--- src/rtl/quad_latch_counter.sv ---
`timescale 1ns/1ps
module quad_latch_counter #(
  parameter int CNT_W = 16
) (
  input  logic                 clk,
  input  logic                 rst_n,
  input  logic                 chan_a,
  input  logic                 chan_b,
  input  logic                 byte_sel,
  input  logic                 oe_n,
  output logic [CNT_W/2-1:0]   dout,
  output logic                 dout_oe,
  output logic                 dec_err
);
  localparam int BYTE_W = CNT_W / 2;

  logic [2:0]       a_sh, b_sh;
  logic             a_chg, b_chg, step_up;
  logic [CNT_W-1:0] cnt, latch;
  logic             inh, sel_q, hold;

  always_ff @(posedge clk or negedge rst_n)
    if (!rst_n) begin
      a_sh <= '0;
      b_sh <= '0;
    end else begin
      a_sh <= {a_sh[1:0], chan_a};
      b_sh <= {b_sh[1:0], chan_b};
    end

  assign a_chg   = a_sh[2] ^ a_sh[1];
  assign b_chg   = b_sh[2] ^ b_sh[1];
  assign step_up = a_chg ? (a_sh[1] ^ b_sh[1]) : ~(a_sh[1] ^ b_sh[1]);

  always_ff @(posedge clk or negedge rst_n)
    if (!rst_n) begin
      cnt     <= '0;
      dec_err <= 1'b0;
    end else begin
      if (a_chg ^ b_chg)
        cnt <= step_up ? cnt + CNT_W'(1) : cnt - CNT_W'(1);
      if (a_chg & b_chg)
        dec_err <= 1'b1;
    end

  assign hold = !oe_n && (inh || !byte_sel);

  always_ff @(negedge clk or negedge rst_n)
    if (!rst_n) begin
      inh   <= 1'b0;
      latch <= '0;
      sel_q <= 1'b0;
    end else begin
      inh   <= hold;
      sel_q <= byte_sel;
      if (!hold)
        latch <= cnt;
    end

  assign dout    = sel_q ? latch[BYTE_W-1:0] : latch[CNT_W-1:BYTE_W];
  assign dout_oe = ~oe_n;

  a_r6_frozen_latch: assert property (@(negedge clk) disable iff (!rst_n)
    (inh && !oe_n) |=> $stable(latch));

  a_r4_double_change_ignored: assert property (@(posedge clk) disable iff (!rst_n)
    (a_chg && b_chg) |=> $stable(cnt));

  a_r2_single_step: assert property (@(posedge clk) disable iff (!rst_n)
    (a_chg != b_chg) |=> (cnt == $past(cnt) + CNT_W'(1) || cnt == $past(cnt) - CNT_W'(1)));

  a_r2_idle_stable: assert property (@(posedge clk) disable iff (!rst_n)
    (!a_chg && !b_chg) |=> $stable(cnt));

  a_r4_err_sticky: assert property (@(posedge clk) disable iff (!rst_n)
    dec_err |=> dec_err);
endmodule

--- config.mk ---
export PLATFORM = sky130hd
export DESIGN_NAME = quad_latch_counter
export DESIGN_NICKNAME = d
export VERILOG_FILES = /design/src/rtl/quad_latch_counter.sv
export SDC_FILE = /design/constraint.sdc
export NUM_CORES = 1
export LEC_CHECK = 0
export CORE_MARGIN = 2
export CORE_UTILIZATION = 45
export CTS_CLUSTER_DIAMETER = 60
export CTS_CLUSTER_SIZE = 16
export DETAILED_ROUTE_END_ITERATION = 6
export PLACE_DENSITY = 0.7
export RECOVER_POWER = 50
export SLEW_MARGIN = 20
export SYNTH_ARGS = -nofsm -noshare
export SYNTH_HDL_FRONTEND = slang
export SYNTH_SLANG_ARGS = --single-unit
export TNS_END_PERCENT = 50
--- constraint.sdc ---
create_clock -name clk -period 5.2 [get_ports clk]
set_clock_uncertainty 0.1 [all_clocks]
set_input_delay 1.04 -clock clk [delete_from_list [all_inputs] [get_ports clk]]
set_output_delay 1.04 -clock clk [all_outputs]
set_load 0.03 [all_outputs]
==> out/results.tsv, run 1 <==
metric	value	unit
p_leak	0.944	nW
critPathKind	register to output pin	
crit_chain	buf_4, mux2_2, clkdlybuf4s15_2	
initial_core_util	47.2	%
globalRouteOverflowTotal	0	
cp.depth	3	
postSynthCellCount	187	
hold_buffers	0	
required	4.06	ns
status	complete, but fails checks	
vias	1566	
final_core_util	52.7	%
setup_violations	1	
dr.pass1.iters	4	
drc	0	
ir_worst_vdd	0.000275	V
antennaDiodeCount	0	
async_flop_share	100	%
grt_pass1_wl	7470	um
worst_setup_path_end_kind	output pin	
rsz0062_at_grt	yes	
place.port_buffers	15	
groute.usage.overall	18.4	%
power	0.00125	W
worstSetupStartpoint	sel_q	
clk_latency	0.29	ns
maxSlewHeadroom	-7.12	%
ios	16	
critPathMaxFanout	6	
rrSetupSlack	1.53	ns
via_per_inst	6.21	
synth_edf_count	0	
r2r-end	latch[0]	
wl	4290	um
endpoint	dout[3]	
path_delay_family	buffers and inverters	
cp.arrival	4.07	ns
setup_slack	-0.0108	ns
rows	24	
die_h	72.1	um
r2r-start	cnt[0]	
finalHoldViolCount	0	
gp_congestion	0.861	
h-tree-depth	2	
die_w	72.1	um
postSynthNetCount	195	
drive_gt1_share	24.5	%
maxCapViolCount	1	
ctsRootBufferMaster	clkbuf_8	
nFillCells	398	
fp.coreArea	4410	um2
drt_iter0_markers	114	
cts_buffers	5	
clock_path_buffers	2	
grt_max_degree	32	
ant_nets	0	
cp-start-kind	register	
ys_warn_count	0	
report.final.slew_viol_count	32	
grt_antenna_before_repair	0	
wl_per_cell	17.0	um
powerDensity	538	nW/um2
crit_slowest_cell	dfrtn_1	
final_nets	207	
synth_area	2080	um2
reg2reg_depth	1	
max_stage_delay	0.41	ns
synth-seq-cells	41	
cts.sinks	41	
worstMarginPinSlew	1.61	ns
violations	capacitance limit, slew limit, setup timing	
hpwl	3050	um
crit_buf_inv	2	
post-place-ws	-0.0146	ns
syn_area_per_cell	11.1	um2
dieArea	5190	um2
cts_tree	done	
synth.distinct_cells	37	
grt_pass1_vias	1560	
clk_pin_slew_worst_paths	0.08	ns
min_path_type	register to register	
syn_to_final_growth	11.6	%
synth_seq_area_share	49.2	%
ys.flop_type	dfrtp_1	
-- power breakdown --
| part | switching, W | total (W) | internal, W | leakage (nW) |
|---|---|---|---|---|
| sequential | 0.000167 | 0.000610 | 0.000443 | 0.494 |
| combinational | 0.000221 | 0.000424 | 0.000202 | 0.399 |
| clock | 0.000111 | 0.000218 | 0.000108 | 0.0512 |
-- final cells by class --
cell class	instances	area [um2]	area share [%]
multi-input combinational	126	968	41.6
clock inverter	2	13.8	0.591
timing repair buffer	20	153	6.56
tap	52	65.1	2.80
clock buffer	6	82.6	3.55
sequential	41	1030	44.1
inverter	5	18.8	0.806
-- cells by family after synthesis --
kind of cell	share of synthesized area, %
adders and majority gates	1.20
AOI/OAI and AO/OA	6.96
xor gates and xnor gates	8.76
muxes	14.5
DFF	49.2
buffers and inverters	4.14
and+or+nand+nor	15.2
-- cells in the final DEF (no fill, tap or decap), drive strengths merged, types with 7 or more instances in the layout --
master / synthesis / final
buf: 4 / 8
clkbuf: 11 / 9
dfrtn: 18 / 18
dfrtp: 23 / 23
mux2: 25 / 25
nand2: 9 / 9
nand4: 9 / 9
nor3: 7 / 7
o21ai: 9 / 9
xnor2: 14 / 14
-- state kept, by name (all words and copies together) (netlist names) --
name	cells
cnt	16
inh	1
b_sh	3
a_sh	3
dec_err	1
latch	16
sel_q	1
-- worst min-delay path by stage --
stage | cells past startpoint | slack (ns) | from | end
final | 0 | 0.26 | b_sh[0] | b_sh[1]
after global routing | 0 | 0.26 | b_sh[0] | b_sh[1]
after CTS | 0 | 0.26 | b_sh[0] | b_sh[1]
after detailed placement | 0 | 0.24 | b_sh[0] | b_sh[1]
after global placement | 0 | 0.23 | a_sh[0] | a_sh[1]
after floorplan | 0 | 0.23 | a_sh[0] | a_sh[1]
-- stage by stage --
stage / hold slack [ns] / cell area, um2 / TNS [ns] / std cells
after detailed placement: 0.240 / 2260 / -0.0451 / 244
after floorplan: 0.231 / 2080 / 0 / 187
after global routing: 0.260 / 2330 / -0.0890 / 252
after global placement: 0.234 / 2260 / 0 / 244
after CTS: 0.258 / 2350 / -0.0812 / 252
final: 0.255 / 2330 / -0.0108 / 252
-- synth_stat cells (all sizes together), types with 3 or more instances --
cell type / count / area share, %
nor4: 6 / 1.8
nand2: 9 / 1.6
nor3b: 3 / 1.1
nor2: 4 / 0.72
dfrtp: 23 / 28
o21ai: 9 / 2.2
and4: 3 / 1.3
clkbuf: 11 / 2.0
dfrtn: 18 / 22
xnor2: 14 / 6.2
buf: 4 / 1.3
nand3: 4 / 0.96
xor2: 6 / 2.5
mux2: 25 / 14
nand4: 9 / 2.7
nor3: 7 / 1.7
inv: 5 / 0.90
or4: 4 / 1.6
-- per-layer routing --
layer	track usage [%]	up-vias	wire, um
met1	24.1	769	1850
li1	-	701	-
met5	0	-	0
met3	4.58	17	285
met2	29.6	79	2050
met4	6.92	0	98
-- what timing repair did --
item | 4_1_cts | 5_1_grt
setup endpoints to repair | 8 | 5
buffers inserted | 0 | 0
resized for setup | 30 | 4
pin swaps | 0 | 0
(Power assumes the default switching activity.)
==> run 2, diff against run 1 <==
Settings changed: CELL_PAD_IN_SITES_DETAIL_PLACEMENT from default to 0, CELL_PAD_IN_SITES_GLOBAL_PLACEMENT from default to 2, CORE_UTILIZATION 45 to 41, CTS_BUF_LIST from default to sky130_fd_sc_hd__clkbuf_8 sky130_fd_sc_hd__clkbuf_16, PLACE_DENSITY 0.7 to 0.89, SLEW_MARGIN 20 to 10.
==> run 2 against run 1 <==
Compared with the run above: highest routed layer unchanged; critical path depth is the same; largest power group unchanged; setup slack better by 0.0040 ns; largest cell class unchanged; total power up 1.8%; the flow still finishes with violations (capacitance limit, slew limit, setup timing).
==> out/results.tsv, run 2 (synthesized netlist as in run 1, its figures left out) <==
metric	value	unit
critPathMaxFanout	6	
hold_buffers	0	
top_regs	cnt: 16 flops, latch: 16 flops	
power.share.switching	38.6	%
finalSetupTns	-0.00673	ns
die_w	75.3	um
dieArea	5670	um2
final_core_util	48.9	%
finalHoldViolCount	0	
rsz0062_at_grt	yes	
cts_setup_buffers	0	
ant_nets	0	
initial_core_util	43.3	%
post-place-ws	-0.0343	ns
drive_gt1_share	23.4	%
report.final.slew_viol_count	31	
clk_pin_slew_worst_paths	0.07	ns
cts.sinks	41	
cts_tree	done	
cp.arrival	4.07	ns
final_cell_mix	24 x mux2_2, 23 x dfrtp_1, 18 x dfrtn_1, 13 x xnor2_1	
syn_to_final_growth	13.1	%
maxSlewHeadroom	-4.22	%
min_path_type	register to register	
wl_per_cell	16.1	um
crit_chain	buf_4, mux2_2, clkdlybuf4s15_2	
clock_path_buffers	2	
p_int	0.000783	W
combinationalPowerShare	33.0	%
wl	4300	um
required	4.06	ns
grt_antenna_before_repair	0	
maxCapViolCount	1	
worstMarginPinSlew	1.56	ns
h-tree-depth	2	
ir_worst_vdd	0.000152	V
clk_latency	0.29	ns
grt_pass1_vias	1502	
place.port_buffers	15	
antennaDiodeCount	0	
critPathKind	register to output pin	
crit_slowest_cell	dfrtn_1	
clkPwrFrac	19.1	%
final_common_cell	mux2_2	
vias	1504	
grt_max_degree	31	
nFillCells	473	
power	0.00127	W
p_leak	0.954	nW
groute.usage.overall	17.0	%
worst_setup_path_end_kind	output pin	
status	complete, but fails checks	
powerDensity	541	nW/um2
drt_iter0_markers	66	
p_switching	0.000492	W
final_nets	208	
setup_violations	1	
gp_congestion	0.883	
die_h	75.3	um
setup_slack	-0.00673	ns
cts_buffers	5	
ctsRootBufferMaster	clkbuf_8	
fp.coreArea	4820	um2
grt_pass1_wl	7200	um
max_stage_delay	0.41	ns
seq_power_share	48.0	%
via_per_inst	5.61	
ios	16	
cp-start-kind	register	
dr.pass1.iters	4	
globalRouteOverflowTotal	0	
violations	capacitance limit, slew limit, setup timing	
drc	0	
hpwl	3080	um
rows	25	
run 2: path summary, 6_finish.rpt:
kind,startpoint,to,slack (ns),depth (start not counted)
worst min-delay path,b_sh[0],b_sh[1],0.25,0
min in group asynchronous,rst_n,cnt[15],1.03,1
worst max-delay path,sel_q,dout[4],-0.007,3
worst min register to register,b_sh[0],b_sh[1],0.25,0
worst max register to register,cnt[0],latch[0],1.52,1
max in group asynchronous,rst_n,latch[0],0.56,1
run 2: final cells by class:
cell class,instances,area [um2],area share [%]
Sequential cell,41,1030,43.5
Multi-Input combinational cell,126,968,41.1
Timing Repair Buffer,21,154,6.53
Tap cell,67,83.8,3.56
Clock buffer,5,68.8,2.92
Clock inverter,3,37.5,1.59
Inverter,5,18.8,0.796
run 2: power groups by stage:
stage	sequential [W]	combinational [W]	clock, W
2_1_floorplan	0.000502	0.000416	0
3_3_place_gp	0.000605	0.000433	0
3_5_place_dp	0.000616	0.000450	0
4_1_cts	0.000611	0.000436	0.000251
5_1_grt	0.000632	0.000461	0.000266
6_report	0.000611	0.000420	0.000243
run 2: what timing repair did:
item,4_1_cts,5_1_grt
resized for setup,29,5
pin swaps,0,0
setup endpoints to repair,8,4
run 2: worst max-delay path: cells and delay by family, from the launching register on:
family	cells	cell delay (ns)
muxes	1	0.33
DFF	1	0.41
buffers and inverters	2	0.44
run 2: per-stage QoR:
| stage | std cells | hold WS [ns] | cell area [um2] |
|---|---|---|---|
| floorplan | 187 | 0.231 | 2080 |
| global placement | 260 | 0.239 | 2290 |
| detailed placement | 260 | 0.235 | 2290 |
| CTS | 268 | 0.253 | 2390 |
| global route | 268 | 0.259 | 2360 |
| finish | 268 | 0.251 | 2360 |
run 2: layer usage:
metal / vias to the layer above / routed length (um) / track usage, %
met5: - / 0 / 0
met4: 0 / 53 / 5.46
met3: 8 / 198 / 3.31
met2: 41 / 2190 / 29.6
met1: 755 / 1870 / 21.2
li1: 700 / - / -
==> run 3, diff against run 2 <==
Settings changed: CORE_MARGIN 2 to 4.
==> run 3 against run 2 <==
Compared with the run above: the run ends with capacitance limit, slew limit left; total power is 0.69% lower; core utilization is 0.29 points lower; routed wire length is 1.3% lower; combinational power is 2% lower; die area is 11% higher; worst hold slack better by 0.010 ns; count of clock-buffer cells in the layout stayed put; register-to-register slack hardly changed; sequential power hardly changed; setup slack better by 0.025 ns; critical endpoint is now dout[6]; highest routed layer unchanged.
==> out/results.tsv, run 3 (synthesized netlist as in run 1, its figures left out) <==
metric	value	unit
status	complete, but fails checks	
violations	capacitance limit, slew limit	
globalRouteOverflowTotal	0	
clk_pin_slew_worst_paths	0.08	ns
instances_no_fill	267	
fp.coreArea	4820	um2
grt_max_degree	32	
rsz0062_at_grt	yes	
finalHoldViolCount	0	
report.final.slew_viol_count	32	
cp-start-kind	register	
ios	16	
groute.usage.overall	15.3	%
worstMarginPinSlew	1.61	ns
maxSlewHeadroom	-7.64	%
cts.sinks	41	
worst_setup_path_end_kind	output pin	
hold_buffers	0	
wl_per_cell	15.9	um
cts_setup_buffers	0	
clock_path_buffers	2	
grt_pass1_wl	7490	um
post-place-ws	-0.0446	ns
die_w	79.3	um
powerDensity	540	nW/um2
h-tree-depth	2	
min_path_type	register to register	
drive_gt1_share	23.0	%
dieArea	6290	um2
final_nets	207	
hpwl	3020	um
placed_cell_area	2280	um2
p_leak	0.949	nW
cts_buffers	5	
setup_violations	0	
gp_congestion	0.877	
ir_worst_vdd	0.000207	V
drt_iter0_markers	73	
critPathMaxFanout	2	
top_regs	cnt: 16 flops, latch: 16 flops	
clk_latency	0.29	ns
final_common_cell	mux2_2	
ctsRootBufferMaster	clkbuf_8	
drc	0	
maxCapViolCount	1	
vias	1489	
syn_to_final_growth	12.4	%
cts_tree	done	
critPathKind	register to output pin	
ant_nets	0	
cts_repair_resize_count	31	
cp.arrival	4.04	ns
finalSetupTns	0	ns
grt_pass1_vias	1537	
final_cell_mix	24 x mux2_2, 23 x dfrtp_1, 18 x dfrtn_1, 13 x xnor2_1	
initial_core_util	43.3	%
place.port_buffers	15	
required	4.06	ns
rows	25	
die_h	79.3	um
place_inst	259	
setup_slack	0.0180	ns
grt_antenna_before_repair	0	
antennaDiodeCount	0	
wl	4250	um
design_area	2340	um2
via_per_inst	5.58	
dr.pass1.iters	4	
## run 3: cell type report
| cell class | instances | area (um2) |
|---|---|---|
| Clock inverter | 3 | 37.5 |
| Timing Repair Buffer | 20 | 140 |
| Inverter | 5 | 18.8 |
| Fill cell | 476 | 2470 |
| Clock buffer | 5 | 68.8 |
| Sequential cell | 41 | 1030 |
| Tap cell | 67 | 83.8 |
| Multi-Input combinational cell | 126 | 968 |
## run 3: metrics by stage
step	utilization, %	hold slack, ns	total power, W
after global routing	48.6	0.279	0.00135
final	48.6	0.262	0.00127
after floorplan	-	0.231	0.000918
after detailed placement	47.4	0.240	0.00106
after CTS	49.3	0.267	0.00129
after global placement	47.4	0.237	0.00104
## run 3: worst max-delay path: stages (launching register included)
cell,delay [ns]
dfrtn_1,0.43
buf_4,0.12
mux2_2,0.32
clkdlybuf4s15_2,0.28
## run 3: layer usage
layer  vias to the layer above  track usage [%]  routed length, um
li1                        707                -                  -
met1                       718             20.3               1960
met2                        55             24.5               1980
met3                         9             3.40                235
met4                         0             5.33                 69
met5                         -                0                  0
## run 3: power breakdown
part	switching [W]	leakage [nW]	internal, W
Sequential	0.000166	0.494	0.000444
Combinational	0.000218	0.398	0.000195
Clock	0.000104	0.0570	0.000140
Total	0.000487	0.949	0.000779
## run 3: worst paths after layout
| path | from | endpoint | slack, ns | cells after the start |
|---|---|---|---|---|
| hold reg to reg | b_sh[0] | b_sh[1] | 0.26 | 0 |
| hold / removal | b_sh[0] | b_sh[1] | 0.26 | 0 |
| setup reg to reg | cnt[6] | latch[6] | 1.52 | 2 |
| max in group asynchronous | rst_n | latch[0] | 0.52 | 1 |
| setup / recovery | sel_q | dout[6] | 0.02 | 3 |
| min in group asynchronous | rst_n | cnt[12] | 1.05 | 1 |
